===== config.mk =====
export PLATFORM = sky130hd
export DESIGN_NAME = tx_desc_ring_fetch
export DESIGN_NICKNAME = d
export VERILOG_FILES = /design/src/rtl/txr_pkg.sv /design/src/rtl/txr_len_chk.sv /design/src/rtl/txr_byte_pick.sv /design/src/rtl/tx_desc_ring_fetch.sv
export SDC_FILE = /design/constraint.sdc
export NUM_CORES = 1
export LEC_CHECK = 0
export BUFFER_PORTS_ARGS = -buffer_cell sky130_fd_sc_hd__buf_2
export CORE_MARGIN = 1
export CORE_UTILIZATION = 45
export DETAILED_ROUTE_END_ITERATION = 6
export GPL_TIMING_DRIVEN = 1
export HOLD_SLACK_MARGIN = 0.08
export PLACE_DENSITY = 0.68
export SLEW_MARGIN = 10
export SYNTH_ARGS = -nofsm -noshare
export SYNTH_HDL_FRONTEND = slang
export SYNTH_SLANG_ARGS = --single-unit

===== constraint.sdc =====
create_clock -name clk -period 4.3 [get_ports clk]
set_input_delay 0.86 -clock clk [delete_from_list [all_inputs] [get_ports clk]]
set_output_delay 0.86 -clock clk [all_outputs]
set_load 0.02 [all_outputs]

===== src/rtl/txr_pkg.sv =====
package txr_pkg;

    typedef enum logic [3:0] {
        ST_IDLE,
        ST_ASK0,
        ST_TAKE0,
        ST_ASK1,
        ST_TAKE1,
        ST_ASK2,
        ST_TAKE2,
        ST_ASKW,
        ST_TAKEW,
        ST_STREAM,
        ST_RETIRE
    } txr_state_e;

    localparam int DESC_STRIDE = 16;
    localparam int WORD_LANES  = 4;
    localparam int OWN_BIT     = 31;
    localparam int END_BIT     = 30;
    localparam int POS_HI      = 29;
    localparam int POS_LO      = 28;
    localparam logic [1:0] POS_WHOLE = 2'b11;
    localparam int LEN_HI      = 31;
    localparam int LEN_LO      = 16;
    localparam int LEN_W       = LEN_HI - LEN_LO + 1;

endpackage


===== src/rtl/txr_len_chk.sv =====
module txr_len_chk
    import txr_pkg::*;
#(
    parameter int MAX_LEN = 1514
) (
    input  logic [LEN_W-1:0] len,
    input  logic [1:0]       pos,
    output logic             ok
);
    localparam logic [LEN_W-1:0] LIMIT = LEN_W'(MAX_LEN);

    logic len_nonzero;
    logic len_fits;
    logic pos_whole;

    always_comb begin
        len_nonzero = (len != '0);
        len_fits    = (len <= LIMIT);
        pos_whole   = (pos == POS_WHOLE);
        ok          = len_nonzero && len_fits && pos_whole;
    end
endmodule


===== src/rtl/txr_byte_pick.sv =====
module txr_byte_pick
    import txr_pkg::*;
#(
    parameter int LANE_W = $clog2(WORD_LANES)
) (
    input  logic [8*WORD_LANES-1:0] word,
    input  logic [LANE_W-1:0]       lane,
    output logic [7:0]              byte_o
);
    logic [7:0] lanes [WORD_LANES];

    for (genvar g = 0; g < WORD_LANES; g++) begin : g_lane
        assign lanes[g] = word[8*g +: 8];
    end

    assign byte_o = lanes[lane];
endmodule


===== src/rtl/tx_desc_ring_fetch.sv =====
module tx_desc_ring_fetch
    import txr_pkg::*;
#(
    parameter int ADDR_W  = 32,
    parameter int MAX_LEN = 1514,
    parameter int OFS_W   = 16
) (
    input  logic              clk,
    input  logic              rst_n,
    input  logic [ADDR_W-1:0] ring_base,
    input  logic              tx_kick,
    output logic              tx_busy,
    output logic              mem_rd_en,
    output logic              mem_wr_en,
    output logic [ADDR_W-3:0] mem_addr,
    output logic [31:0]       mem_wdata,
    input  logic [31:0]       mem_rdata,
    output logic [7:0]        tx_data,
    output logic              tx_valid,
    input  logic              tx_ready,
    output logic              tx_last,
    output logic              desc_done,
    output logic              desc_err
);
    localparam int WADDR_W = ADDR_W - 2;
    localparam int LANE_W  = $clog2(WORD_LANES);
    localparam logic [OFS_W-1:0] STEP = OFS_W'(DESC_STRIDE);

    txr_state_e state_q, state_d;

    logic [OFS_W-1:0]  ofs_q;
    logic [30:0]       w0_q;
    logic [LEN_W-1:0]  len_q;
    logic [LEN_W-1:0]  left_q;
    logic [ADDR_W-1:0] ptr_q;
    logic [31:0]       word_q;
    logic              err_q;

    logic [ADDR_W-1:0]  desc_byte;
    logic [WADDR_W-1:0] desc_word;
    logic               desc_ok;
    logic [7:0]         cur_byte;
    logic               final_byte;
    logic               word_end;
    logic [1:0]         desc_unused;

    assign desc_byte   = ring_base + ADDR_W'(ofs_q);
    assign desc_word   = desc_byte[ADDR_W-1:2];
    assign desc_unused = desc_byte[1:0];
    assign final_byte  = (left_q == LEN_W'(1));
    assign word_end    = (ptr_q[LANE_W-1:0] == LANE_W'(WORD_LANES - 1));

    txr_len_chk #(
        .MAX_LEN (MAX_LEN)
    ) u_len_chk (
        .len (len_q),
        .pos (w0_q[POS_HI:POS_LO]),
        .ok  (desc_ok)
    );

    txr_byte_pick #(
        .LANE_W (LANE_W)
    ) u_byte_pick (
        .word   (word_q),
        .lane   (ptr_q[LANE_W-1:0]),
        .byte_o (cur_byte)
    );

    // state register
    always_ff @(posedge clk or negedge rst_n) begin
        if (!rst_n) begin
            state_q <= ST_IDLE;
        end else begin
            state_q <= state_d;
        end
    end

    // transitions
    always_comb begin
        state_d = state_q;
        unique case (state_q)
            ST_IDLE:   if (tx_kick) state_d = ST_ASK0;
            ST_ASK0:   state_d = ST_TAKE0;
            ST_TAKE0:  state_d = mem_rdata[OWN_BIT] ? ST_ASK1 : ST_IDLE;
            ST_ASK1:   state_d = ST_TAKE1;
            ST_TAKE1:  state_d = ST_ASK2;
            ST_ASK2:   state_d = ST_TAKE2;
            ST_TAKE2:  state_d = desc_ok ? ST_ASKW : ST_RETIRE;
            ST_ASKW:   state_d = ST_TAKEW;
            ST_TAKEW:  state_d = ST_STREAM;
            ST_STREAM: begin
                if (tx_ready) begin
                    if (final_byte)    state_d = ST_RETIRE;
                    else if (word_end) state_d = ST_ASKW;
                    else               state_d = ST_STREAM;
                end
            end
            ST_RETIRE: state_d = ST_ASK0;
            default:   state_d = ST_IDLE;
        endcase
    end

    // outputs
    always_comb begin
        mem_rd_en = 1'b0;
        mem_wr_en = 1'b0;
        mem_addr  = desc_word;
        mem_wdata = {1'b0, w0_q};
        tx_valid  = 1'b0;
        tx_last   = 1'b0;
        desc_done = 1'b0;
        tx_busy   = (state_q != ST_IDLE);
        desc_err  = err_q;
        tx_data   = cur_byte;
        unique case (state_q)
            ST_ASK0: begin
                mem_rd_en = 1'b1;
            end
            ST_ASK1: begin
                mem_rd_en = 1'b1;
                mem_addr  = desc_word + WADDR_W'(1);
            end
            ST_ASK2: begin
                mem_rd_en = 1'b1;
                mem_addr  = desc_word + WADDR_W'(2);
            end
            ST_ASKW: begin
                mem_rd_en = 1'b1;
                mem_addr  = ptr_q[ADDR_W-1:2];
            end
            ST_STREAM: begin
                tx_valid = 1'b1;
                tx_last  = final_byte;
            end
            ST_RETIRE: begin
                mem_wr_en = 1'b1;
                desc_done = 1'b1;
            end
            default: begin
            end
        endcase
    end

    // datapath
    always_ff @(posedge clk or negedge rst_n) begin
        if (!rst_n) begin
            ofs_q  <= '0;
            w0_q   <= '0;
            len_q  <= '0;
            left_q <= '0;
            ptr_q  <= '0;
            word_q <= '0;
            err_q  <= 1'b0;
        end else begin
            unique case (state_q)
                ST_TAKE0: w0_q  <= mem_rdata[30:0];
                ST_TAKE1: len_q <= mem_rdata[LEN_HI:LEN_LO];
                ST_TAKE2: begin
                    ptr_q  <= mem_rdata[ADDR_W-1:0];
                    left_q <= len_q;
                    if (!desc_ok) err_q <= 1'b1;
                end
                ST_TAKEW: word_q <= mem_rdata;
                ST_STREAM: begin
                    if (tx_ready) begin
                        ptr_q  <= ptr_q + ADDR_W'(1);
                        left_q <= left_q - LEN_W'(1);
                    end
                end
                ST_RETIRE: ofs_q <= w0_q[END_BIT] ? '0 : ofs_q + STEP;
                default: begin
                end
            endcase
        end
    end

    // a stalled byte is held unchanged
    a_r6_hold_stall: assert property (@(posedge clk) disable iff (!rst_n)
        (tx_valid && !tx_ready) |=> (tx_valid && $stable(tx_data) && $stable(tx_last)));

    // the accepted final byte is followed by the closing pulse
    a_r7_last_then_retire: assert property (@(posedge clk) disable iff (!rst_n)
        (tx_valid && tx_ready && tx_last) |=> (desc_done && mem_wr_en));

    // the walk only stops after a descriptor word 0 has been read
    a_r3_stop_after_read: assert property (@(posedge clk) disable iff (!rst_n)
        $fell(tx_busy) |-> $past(mem_rd_en, 2));

    // the error flag never clears outside reset
    a_r12_err_sticky: assert property (@(posedge clk) disable iff (!rst_n)
        !$fell(desc_err));

    // memory read, memory write and byte output never overlap
    a_r2_one_activity: assert property (@(posedge clk) disable iff (!rst_n)
        $onehot0({mem_rd_en, mem_wr_en, tx_valid}));

endmodule


# Yosys cells after proc, flatten, opt, wreduce, memory -nomap -nowiden
# Cells that the tools add are included.
dict set report word_totals {
  register_bits 148
  latchBits 0
  ram_bits 0
  mem_bits_ro 0
  inputBits 68
  memories 0
}
dict set report op_classes {
  addsub 6
  multipliers 0
  div 0
  order_cmp 2
  eq_ne 15
  n_shift 0
  mux 20
  bitwise_logic 2
  n_reduce_logical 10
}
# cell count
set op_table {}
lappend op_table {{30-bit one-hot mux with 3 select lines} 1}
lappend op_table {{32-bit one-hot mux with 2 select lines} 1}
lappend op_table {{4-bit one-hot mux with 11 select lines} 1}
lappend op_table {{32-bit by 1-bit adder with 32-bit output (second input constant)} 1}
lappend op_table {{32-bit by 16-bit adder with 32-bit output} 1}
lappend op_table {{16-bit two-way mux} 2}
lappend op_table {{32-bit two-way mux} 1}
lappend op_table {{16-bit one-hot mux with 2 select lines} 1}
lappend op_table {{30-bit by 1-bit adder with 30-bit output (second input constant)} 1}
lappend op_table {{30-bit by 2-bit adder with 30-bit output (second input constant)} 1}
lappend op_table {{4-bit two-way mux} 5}
lappend op_table {{16-bit by 5-bit adder with 16-bit output (second input constant)} 1}
lappend op_table {{8-bit binary-select mux with 2-bit select} 1}
lappend op_table {{16-bit by 1-bit equality test with 1-bit output (second input constant)} 1}
lappend op_table {{4-bit by 3-bit equality test with 1-bit output (second input constant)} 4}
lappend op_table {{16-bit by 11-bit <= comparator with 1-bit output (second input constant)} 1}
lappend op_table {{8-bit two-way mux} 2}
lappend op_table {{16-bit nonzero test} 1}
lappend op_table {{16-bit by 1-bit subtractor with 16-bit output (second input constant)} 1}
lappend op_table {{4-bit equality test (second input constant)} 3}
lappend op_table {{4-bit by 2-bit equality test with 1-bit output (second input constant)} 2}
lappend op_table {{2-bit AND reduction} 3}
lappend op_table {{2-bit equality test (second input constant)} 2}
lappend op_table {{4-bit by 1-bit equality test with 1-bit output (second input constant)} 1}
lappend op_table {{other kinds (11)} 16}

# Longest topological paths before layout
# Gate-level depths: netlist of run 1.
dict set report depth {
  depth_word 5
  depth_mapped 12
}

# Cells and area by module
# A second synthesis of run 1 with hierarchy kept.
dict set report unflattened {
  hier_cells 1055
  area_unflattened_um2 9345.2
}
# module n_inst cells_per_inst area_per_inst_um2 seq_area_each_um2
set by_module_without_submodules {}
lappend by_module_without_submodules {tx_desc_ring_fetch 1 1029 9052.4 3603.5}
lappend by_module_without_submodules {txr_byte_pick 1 10 196.4 0.0}
lappend by_module_without_submodules {txr_len_chk 1 16 96.3 0.0}

# Worst setup path before layout of run 1
# OpenSTA, ideal clock, no wires.
dict set report synth_timing {
  kind {input -> output}
  from {input port ring_base[6]}
  to {output port mem_addr[26]}
  arrival_ns 3.588
  t_required_ns 3.440
  path_slack_ns -0.148
  cell_stages 10
  n_path_buf 0
  path_cell_list {ha_1 and4_1 and2_4 o311a_4 nor3_4 nand2_2 or4_4 nor4b_4 mux2i_1 o211ai_1}
}
dict set report synth_via {
  elab_chain_cells 3
  word_cells_on_any_way 4
}
# item line
set synth_lines {}
lappend synth_lines {{from (decl)} tx_desc_ring_fetch.sv:10} ;# input logic [ADDR_W-1:0] ring_base,
lappend synth_lines {{32-bit by 16-bit adder with 32-bit output (*)} tx_desc_ring_fetch.sv:47} ;# assign desc_byte = ring_base + ADDR_W'(ofs_q);
lappend synth_lines {{30-bit by 2-bit adder with 30-bit output / 30-bit by 1-bit adder with 30-bit output (equally long branches)} {tx_desc_ring_fetch.sv:125, tx_desc_ring_fetch.sv:121}}
lappend synth_lines {{30-bit one-hot mux with 3 select lines (*)} tx_desc_ring_fetch.sv:115} ;# unique case (state_q)
lappend synth_lines {{to (decl)} tx_desc_ring_fetch.sv:15} ;# output logic [ADDR_W-3:0] mem_addr,
# Every way passes the cells marked *; elsewhere a longest branch is shown, timed or not.

# Worst setup path in the final report of run 1
dict set report layout_timing {
  from {input port ring_base[9]}
  to {output port mem_addr[18]}
}
# The elaborated chain is that of the path after synthesis.

==> impl_metrics.py, run 1 <==
metrics = {
    "setup_path": {
        "critical_path.startpoint_type": "input port",
        "required_ps": 3440,
        "worst-setup-path-type": "in -> out",
        "path_max_fanout": 4,
        "cp_data_arrival_time_ps": 3590,
        "critPathCaptureType": "output pin",
    },
    "yosys": {
        "postSynthAreaPerCell_sq_um": 8.71,
        "synth_nets": 1189,
        "synth.area.top_cells": "dfrtp_1 (38%), mux2_2 (9.4%), a21oi_1 (6.5%), nand2_1 (4.5%), o21ai_0 (4.4%)",
        "ys_async_sr_fraction_pct": 100,
        "syn-instance-count": 1103,
        "yosysTopAreaCellShare_pct": 37.5,
        "synth-warning-count": 0,
        "yosysTopAreaCell": "dfrtp_1",
        "post_synth_instance_area_sq_um": 9610,
        "number_of_distinct_library_cell_variants_in_the_gate_level_netlist_after_synthesis": 82,
        "postSynthRegisterBits": 144,
        "count_of_flip_flops_with_a_built_in_enable_after_synthesis": 0,
        "synth-main-ff-cell": "dfrtp_1",
        "seq_total_area_yosys_pct": 37.5,
    },
    "layout": {
        "antenna-diode-count": 0,
        "areaGrowthSynthToFinish_pct": 33.1,
        "final_core_util_pct": 61.0,
        "post_layout_nonfiller_instances": 1633,
        "final_nets": 1431,
        "num-fill-cells": 1778,
        "area_taken_by_flip_flops_and_latches_sq_um": 3610,
        "final_layout_size_suffix_gt1_share_pct": 37.6,
        "multi_input_area_sq_um": 6220,
    },
    "floorplanning": {
        "die_area_sq_um": 21900,
        "core_area_sq_um": 21000,
        "dieHeight_um": 148,
        "site_rows": 53,
        "floorplan.initialDensity_pct": 45.8,
        "die_x_um": 148,
        "top_level_ports": 145,
    },
    "power_and_ir_drop": {
        "p_int_mw": 4.34,
        "netSwitchingFraction_pct": 43.8,
        "seq_power_share_pct": 34.7,
        "power.total_mw": 7.72,
        "p_sw_mw": 3.38,
        "power.clock.fraction_pct": 18.9,
        "cellPowerDensity_nw_per_um2": 604,
        "worst_supply_voltage_drop_on_vdd_v": 0.000439,
        "combPwrFrac_pct": 46.4,
        "p_leak_nw": 5.45,
    },
    "grt": {
        "vias_in_the_first_global_route": 9198,
        "gr_util_all_layers_pct": 28.9,
        "grt_start_max_net_pins": 88,
        "grt_first_pass_wirelength_mm": 49.3,
        "gr-total-overflow": 0,
        "antenna_found_initial": 0,
    },
    "route": {
        "drt-total-wl_mm": 31.7,
        "via_per_inst": 5.98,
        "dr.first_iter.drc_count": 770,
        "route.detailed.wl_per_inst_um": 19.4,
        "detail-route-antenna-nets": 0,
        "firstDrtPassIters": 5,
        "total_vias_in_the_final_route": 9766,
        "drc": 0,
    },
    "cts": {
        "clkTransAtPathRegs_ps": 60,
        "clock_sink_count": 144,
        "clock_tree.buffer_depth": 2,
        "clock-root-buffer": "clkbuf_16",
        "tritoncts": "built",
        "tritoncts.num_buffers": 17,
        "cts.htree.levels": 4,
        "worstSkewPairLatency_ps": 430,
    },
    "sta": {
        "drv_slew": 0,
        "final_critical_path_setup_slack_ps": -154,
        "layout_min_cycle_time_ps": 4450,
        "fmax_mhz": 224,
        "timing.slew.headroom_pct": 24.9,
        "final-hold-violation-count": 0,
        "timing_worst_slew_pin_value_ps": 1120,
        "setup_tns_ps": -1250,
        "timing.clock.skew_ps": 10.1,
        "report.final.setup_viol": 15,
        "grt_setup_unrepaired": "yes",
        "timing.final.crit_share_pct": 104,
    },
    "flow_run": {
        "max_cap_viol_count": 0,
    },
    "run_status": {
        "violated_checks": "negative setup slack",
        "status": "finished with violations",
    },
    "hold_path": {
        "worst_hold_path_type": "reg -> reg",
    },
    "placement": {
        "preCtsSetupSlack_ps": -325,
        "place.detailed.instances": 1579,
        "gpl.final_weighted_congestion": 0.973,
        "dpl.hpwl_mm": 22.6,
        "placement.io_buffers": 141,
    },
}
path summary, 6_finish.rpt:
check                           cells past startpoint                   start                     to  slack, ps
worst max-delay path                               15            ring_base[9]           mem_addr[18]       -150
worst min-delay path                                1    desc_err$_DFFE_PN0P_   desc_err$_DFFE_PN0P_        470
max in group asynchronous                           2                   rst_n  word_q[6]$_DFFE_PN0P_       2850
min in group asynchronous                           1                   rst_n    w0_q[5]$_DFFE_PN0N_        480
worst max register to register                     10  state_q[0]$_DFFE_PN0P_  left_q[9]$_DFFE_PN0P_       1270
worst min register to register                      1    desc_err$_DFFE_PN0P_   desc_err$_DFFE_PN0P_        470
cell families after synthesis:
group                    after synthesis  synth area share, %
AND/OR/NAND/NOR                      399                 20.4
AO/OA/AOI/OAI                        320                 20.3
flip-flops                           144                 37.5
multiplexers                          94                 11.9
buffers and inverters                 82                 3.44
XOR/XNOR                              45                 4.10
adder cells (fa/ha/maj)               18                 2.34
other                                  1               0.0390
routing by layer:
layer  part of all wire, %  wire (um)  vias to the layer above  GRT usage, %
met5                     0          0                        -             0
met4                   2.8        885                        0          11.3
met3                   5.9       1880                       55          4.11
met2                    48      15300                      357          45.9
met1                    43      13600                     4791          39.9
li1                      -          -                     4563             -
metrics by stage:
stage	hold WS, ps	area (sq um)
after floorplan	450	9690
after global placement	447	11400
after detailed placement	455	11400
after CTS	470	12400
after global routing	495	12800
final	466	12800
state kept, by name, indices dropped and copies added (netlist names):
| name | flops |
|---|---|
| w0_q | 31 |
| ptr_q | 32 |
| state_q | 4 |
| desc_err | 1 |
| word_q | 32 |
| left_q | 16 |
| len_q | 16 |
| ofs_q | 12 |
critical path: stages:
cell,delay [ps]
buf_6,100
ha_4,280
and4_4,230
buf_4,120
nand3_4,100
a31oi_4,240
or3_4,170
nand4b_1,130
or4_4,580
buf_4,160
buf_6,110
nand2_1,50
nand3b_1,80
a22o_1,230
buf_6,140
power groups by stage:
| stage | Clock (mW) | Sequential, mW | Combinational (mW) |
|---|---|---|---|
| final | 1.46 | 2.68 | 3.58 |
| after global routing | 1.54 | 2.76 | 3.86 |
| after CTS | 1.48 | 2.66 | 3.46 |
| after detailed placement | 0 | 2.67 | 3.39 |
| after global placement | 0 | 2.64 | 3.31 |
| after floorplan | 0 | 2.58 | 2.26 |
repair_timing:
action / CTS / global route
gates cloned: 0 / 0
resized for setup: 63 / 75
buffers inserted: 9 / 14
endpoints found under the setup margin: 18 / 21
hold buffers: 0 / 0
endpoints found under the hold margin: 0 / 0
pin swaps: 34 / 47
cell usage in the layout (no fill, tap or decap), types with 11 or more instances in the layout:
master	instances
mux2_2	80
inv_1	20
clkbuf_16	17
nand2_1	112
and3_1	19
xnor2_1	26
a21oi_1	116
nand4_1	12
dfrtp_1	138
ha_4	11
o22ai_1	19
buf_2	116
o21ai_0	76
buf_4	142
nor3_1	28
xor2_1	17
nand3_1	48
nor2_1	91
buf_6	25
synth_stat cells, types with 8 or more instances:
cell type	n
o21ai_0	85
o22ai_1	19
nor2_1	94
nor3_1	34
clkbuf_1	50
ha_1	18
and3_1	19
inv_1	21
or3_1	9
o211ai_1	9
nor4_1	15
a31oi_1	8
mux4_2	8
dfrtp_1	144
nand4_1	12
mux2_2	80
a211oi_1	11
xnor2_1	28
a21oi_1	125
nand3_1	56
xor2_1	17
nand2_1	116
area by class of cell:
type / instances / area share, %
tap: 275 / 2.69
multi-input combinational: 877 / 48.6
clock buffer: 17 / 3.33
inverter: 21 / 0.617
timing repair buffer: 284 / 15.2
clock inverter: 15 / 1.27
sequential: 144 / 28.2
Note: power is estimated with default switching activity, not from simulation.
==> run 2: changes to the inputs <==
--- a/config.mk
+++ b/config.mk
@@ -12,6 +12,7 @@
 export GPL_TIMING_DRIVEN = 1
 export HOLD_SLACK_MARGIN = 0.08
 export PLACE_DENSITY = 0.68
+export REMOVE_ABC_BUFFERS = 1
 export SLEW_MARGIN = 10
 export SYNTH_ARGS = -nofsm -noshare
 export SYNTH_HDL_FRONTEND = slang
==> run 2 against run 1 <==
Compared with the run above: the run ends with design-rule violations, negative setup slack left; global-route usage up 0.059 points; critical path type unchanged; maximum frequency about the same; largest cell class unchanged; largest power group unchanged; setup slack worse by 0.66 ps; utilization grew 2.0 points; via count up 1.7%; non-clock buffer count rose by 24; register-to-register slack improved by 270 ps; hold slack lost 56 ps.
==> impl_metrics.py, run 2 (synthesized netlist as in run 1, its figures left out) <==
metrics = {
    "run_status": {
        "status": "finished with violations",
        "violated_checks": "design-rule violations, negative setup slack",
    },
    "setup_path": {
        "worst_path_largest_cell_delay_ps": 300,
        "reg2reg_depth": 9,
        "cp.depth": 16,
        "timing.critical_path.buf_inv": 6,
        "critPathCaptureType": "output pin",
        "critical_path.startpoint_type": "input port",
        "r2r_setup_slk_ps": 1540,
        "path_max_fanout": 5,
        "timing.critical_path.cells": "buf_6 > ha_4 > buf_6 > o211ai_1 > o211ai_1 > buf_4 > a221oi_4 > and2_4 > nand3_4 > buf_6 > nor4_4 > buf_4 > and3_1 > a21oi_1 > o21ai_1 > buf_4",
        "critical_path.top_delay_family": "buffers and inverters",
        "required_ps": 3440,
        "timing.critical_path.slowest_stage_cell": "a221oi_4",
        "cp_data_arrival_time_ps": 3600,
        "worst-setup-path-type": "in -> out",
    },
    "grt": {
        "antenna_found_initial": 0,
        "gr-total-overflow": 0,
        "grt_start_max_net_pins": 74,
        "grt_first_pass_wirelength_mm": 49.8,
        "vias_in_the_first_global_route": 9293,
        "gr_util_all_layers_pct": 29.0,
    },
    "route": {
        "detail-route-antenna-nets": 0,
        "drt-total-wl_mm": 31.7,
        "drc": 1,
        "firstDrtPassIters": 7,
        "total_vias_in_the_final_route": 9930,
        "route.detailed.wl_per_inst_um": 19.1,
        "via_per_inst": 5.99,
        "dr.first_iter.drc_count": 787,
    },
    "flow_run": {
        "max_cap_viol_count": 0,
    },
    "sta": {
        "fmax_mhz": 224,
        "drv_slew": 0,
        "report.final.setup_viol": 16,
        "timing.clock.skew_ps": 15.0,
        "final_critical_path_setup_slack_ps": -155,
        "layout_min_cycle_time_ps": 4460,
        "final-hold-violation-count": 0,
        "timing_worst_slew_pin_value_ps": 774,
        "timing.slew.headroom_pct": 48.0,
        "timing.final.crit_share_pct": 104,
        "grt_setup_unrepaired": "yes",
    },
    "layout": {
        "reg_top3": "ptr_q: 32 flops, word_q: 32 flops, w0_q: 31 flops",
        "area_taken_by_flip_flops_and_latches_sq_um": 3610,
        "areaGrowthSynthToFinish_pct": 37.5,
        "mostFrequentLayoutCell": "buf_4",
        "final_nets": 1456,
        "post_layout_nonfiller_instances": 1658,
        "multi_input_area_sq_um": 6420,
        "final_layout_size_suffix_gt1_share_pct": 39.3,
        "antenna-diode-count": 0,
        "num-fill-cells": 1720,
        "finish.instance_area_sq_um": 13200,
        "layout.cells.most_common_list": "buf_4 (157), dfrtp_1 (142), buf_2 (116), nand2_1 (112), a21oi_1 (112)",
    },
    "placement": {
        "placement.cell_area_sq_um": 11500,
        "place.detailed.instances": 1598,
        "placement.io_buffers": 141,
        "gpl.final_weighted_congestion": 0.951,
        "dpl.hpwl_mm": 22.3,
    },
    "cts": {
        "worstSkewPairLatency_ps": 430,
        "cts.htree.levels": 4,
        "clkTransAtPathRegs_ps": 70,
        "clock_tree.buffer_depth": 2,
        "cts_hold_repair.buffers": 0,
        "clock-root-buffer": "clkbuf_16",
        "clock_sink_count": 144,
        "tritoncts": "built",
        "tritoncts.num_buffers": 17,
    },
    "floorplanning": {
        "top_level_ports": 145,
        "die_area_sq_um": 21900,
        "core_area_sq_um": 21000,
        "site_rows": 53,
        "dieHeight_um": 148,
        "die_x_um": 148,
        "floorplan.initialDensity_pct": 45.8,
    },
    "power_and_ir_drop": {
        "p_leak_nw": 5.63,
        "worst_supply_voltage_drop_on_vdd_v": 0.000427,
        "cellPowerDensity_nw_per_um2": 594,
    },
    "hold_path": {
        "worst_hold_path_type": "in -> async",
    },
}
-- run 2: cell count changes in the layout (fill, tap and decap cells not counted), moves of 5 or more --
cell     delta
o21ai_0     -5
inv_6       -5
buf_4      +15
buf_6       +7
-- run 2: final timing paths --
kind / to / startpoint
setup reg to reg: ptr_q[31]$_DFFE_PN0P_ / ptr_q[0]$_DFFE_PN0P_
min in group clk: desc_err$_DFFE_PN0P_ / desc_err$_DFFE_PN0P_
max in group asynchronous: word_q[6]$_DFFE_PN0P_ / rst_n
setup / recovery: mem_addr[21] / ring_base[6]
hold reg to reg: desc_err$_DFFE_PN0P_ / desc_err$_DFFE_PN0P_
hold / removal: ofs_q[13]$_DFFE_PN0P_ / rst_n
-- run 2: repair_timing --
action                                  in CTS  in global routing
pin swaps                                   39                 64
gates cloned                                 1                  0
endpoints found under the hold margin        0                  0
gates resized for setup                     88                 97
setup buffers                               18                 14
endpoints found under the setup margin      21                 22
-- run 2: area by class of cell --
cell class                 instances  area share (%)
clock buffer                      18            3.25
clock inverter                    14            1.11
multi-input combinational        878            48.6
tap                              275            2.60
timing repair buffer             308            16.5
sequential                       144            27.3
inverter                          21           0.597
-- run 2: worst reg2reg max path, delay by kind of cell (launching register included) --
family                 cells  cell delay (ps)
buffers and inverters      1              190
AOI/OAI and AO/OA          2              280
DFF                        1              780
and+or+nand+nor            6             1440
-- run 2: stage by stage --
step | TNS [ps] | hold WS [ps] | util, % | power [mW] | setup slack [ps]
after floorplan | -1090 | 451 | - | 4.76 | -152
after global placement | -4080 | 453 | 54.9 | 6.02 | -305
after detailed placement | -4670 | 455 | 54.9 | 6.12 | -336
after CTS | -296 | 453 | 60.5 | 7.70 | -77.3
after global routing | -4040 | 468 | 63.0 | 8.34 | -286
final | -1390 | 410 | 63.0 | 7.85 | -155
-- run 2: layer usage --
metal / GRT usage, % / up-vias / routed length (um)
met3: 4.85 / 46 / 2560
met2: 46.3 / 471 / 15000
met4: 9.18 / 0 / 705
met1: 40.1 / 4795 / 13500
met5: 0 / - / 0
li1: - / 4618 / -
-- run 2: power by group --
group          internal (mW)  switching [mW]  total (mW)
sequential              1.99           0.672        2.66
combinational           1.66            2.07        3.73
clock                  0.818           0.636        1.45
total                   4.47            3.38        7.85
==> run 3: changes to the inputs <==
--- a/config.mk
+++ b/config.mk
@@ -17,3 +17,4 @@
 export SYNTH_ARGS = -nofsm -noshare
 export SYNTH_HDL_FRONTEND = slang
 export SYNTH_SLANG_ARGS = --single-unit
+export TNS_END_PERCENT = 20
==> run 3 against run 2 <==
Compared with the run above: the run still ends with design-rule violations, negative setup slack left; via count is 1.0% lower; sequential cell count did not move; die area unchanged; clock skew fell by 2.8 ps.
==> impl_metrics.py, run 3 (synthesized netlist as in run 1, its figures left out) <==
metrics = {
    "route": {
        "firstDrtPassIters": 7,
        "via_per_inst": 5.96,
        "route.detailed.wl_per_inst_um": 18.8,
        "drc": 1,
        "dr.first_iter.drc_count": 743,
        "detail-route-antenna-nets": 0,
        "total_vias_in_the_final_route": 9827,
        "drt-total-wl_mm": 31.1,
    },
    "placement": {
        "placement.io_buffers": 141,
        "dpl.hpwl_mm": 22.3,
        "gpl.final_weighted_congestion": 0.951,
        "placement.cell_area_sq_um": 11500,
    },
    "floorplanning": {
        "die_area_sq_um": 21900,
        "die_x_um": 148,
        "site_rows": 53,
        "top_level_ports": 145,
        "core_area_sq_um": 21000,
        "floorplan.initialDensity_pct": 45.8,
        "dieHeight_um": 148,
    },
    "setup_path": {
        "timing.critical_path.cells": "buf_2 > ha_4 > a21o_4 > and2_4 > o311a_4 > buf_6 > o211ai_4 > nand3b_1 > buf_6 > nor4_4 > buf_4 > buf_4 > a21oi_1 > nor2_1 > o21ai_1 > buf_4",
        "path_max_fanout": 7,
        "critical-path-top-cell-by-count": "buf_4",
        "worstSetupStartpoint": "ring_base[5]",
        "required_ps": 3440,
        "timing.critical_path.slowest_stage_cell": "o311a_4",
        "critPathCaptureType": "output pin",
        "critical_path.startpoint_type": "input port",
        "cp_data_arrival_time_ps": 3530,
        "worst_path_largest_cell_delay_ps": 330,
        "worst-setup-path-type": "in -> out",
        "critical_path.reg2reg.startpoint": "ptr_q[0]$_DFFE_PN0P_",
    },
    "sta": {
        "timing.slew.headroom_pct": 48.5,
        "timing.clock.skew_ps": 12.2,
        "timing_worst_slew_pin_value_ps": 765,
        "final-hold-violation-count": 0,
        "setup_tns_ps": -522,
        "grt_setup_unrepaired": "yes",
        "fmax_mhz": 228,
        "final_critical_path_setup_slack_ps": -88.5,
        "timing.final.crit_share_pct": 102,
        "layout_min_cycle_time_ps": 4390,
        "drv_slew": 0,
        "report.final.setup_viol": 11,
    },
    "power_and_ir_drop": {
        "combPwrFrac_pct": 46.9,
        "worst_supply_voltage_drop_on_vdd_v": 0.000426,
        "cellPowerDensity_nw_per_um2": 600,
        "netSwitchingFraction_pct": 43.1,
        "p_int_mw": 4.41,
        "p_sw_mw": 3.34,
        "seq_power_share_pct": 34.3,
        "p_leak_nw": 5.50,
        "power.clock.fraction_pct": 18.7,
    },
    "flow_run": {
        "max_cap_viol_count": 0,
    },
    "run_status": {
        "status": "finished with violations",
        "violated_checks": "design-rule violations, negative setup slack",
    },
    "layout": {
        "final_nets": 1447,
        "finish.instance_area_sq_um": 12900,
        "layout.cells.most_common_list": "buf_4 (153), dfrtp_1 (142), buf_2 (126), a21oi_1 (115), nand2_1 (112)",
        "mostFrequentLayoutCell": "buf_4",
        "final_layout_size_suffix_gt1_share_pct": 37.8,
        "areaGrowthSynthToFinish_pct": 34.6,
        "reg_top3": "ptr_q: 32 flops, word_q: 32 flops, w0_q: 31 flops",
        "antenna-diode-count": 0,
    },
    "cts": {
        "worstSkewPairLatency_ps": 430,
        "tritoncts.num_buffers": 17,
        "tritoncts": "built",
        "clock_tree.buffer_depth": 2,
        "cts_hold_repair.buffers": 0,
        "clkTransAtPathRegs_ps": 70,
        "cts.htree.levels": 4,
        "clock-root-buffer": "clkbuf_16",
        "clock_sink_count": 144,
    },
    "grt": {
        "grt_first_pass_wirelength_mm": 49.9,
        "gr-total-overflow": 0,
        "gr_util_all_layers_pct": 29.1,
        "antenna_found_initial": 0,
        "vias_in_the_first_global_route": 9303,
        "grt_start_max_net_pins": 74,
    },
    "hold_path": {
        "worst_hold_path_type": "in -> async",
    },
}
[run 3: timing repair]
item,in CTS,in global routing
setup endpoints to repair,21,21
cloned,1,0
buffers inserted,11,9
pin swaps,36,27
gates resized for setup,78,54
[run 3: final timing paths]
check	to	slack, ps	cells past startpoint
min reg2reg	desc_err$_DFFE_PN0P_	480	1
min	ofs_q[13]$_DFFE_PN0P_	420	1
min in group clk	desc_err$_DFFE_PN0P_	480	1
max reg2reg	ptr_q[31]$_DFFE_PN0P_	1550	9
max	mem_addr[21]	-90	16
max in group asynchronous	word_q[6]$_DFFE_PN0P_	3020	2
[run 3: metrics by stage]
step,worst slack [ps],hold slack [ps],utilization [%],cells,power [mW]
floorplan,-152,451,-,1042,4.76
global placement,-305,453,54.9,1598,6.02
detailed placement,-336,455,54.9,1598,6.12
CTS,-77.3,453,60.0,1642,7.67
global route,-214,472,61.7,1649,8.25
finish,-88.5,418,61.7,1649,7.75
[run 3: per-layer routing]
layer	track usage [%]	routed length [um]
met1	39.7	13400
met4	9.90	780
met3	5.83	2420
met5	0	0
met2	46.1	14500
[run 3: critical path: cells and delay by family]
| kind | cells | cell delay [ps] |
|---|---|---|
| AND/OR/NAND/NOR | 4 | 470 |
| adder cells (fa/ha/maj) | 1 | 230 |
| buffers and inverters | 6 | 880 |
| AO/OA/AOI/OAI | 5 | 1090 |
[run 3: layout make-up]
| class | instances | area, sq um |
|---|---|---|
| Clock buffer | 18 | 429 |
| Fill cell | 1776 | 8030 |
| Inverter | 21 | 78.8 |
| Tap cell | 275 | 344 |
| Timing Repair Buffer | 299 | 2030 |
| Clock inverter | 14 | 146 |
| Sequential cell | 144 | 3610 |
| Multi-Input combinational cell | 878 | 6290 |
[run 3: power by group through the flow]
stage	clock (mW)	sequential [mW]	combinational [mW]
finish	1.45	2.66	3.64
global route	1.53	2.76	3.96
CTS	1.48	2.64	3.55
detailed placement	0	2.66	3.46
global placement	0	2.63	3.39
floorplan	0	2.63	2.13
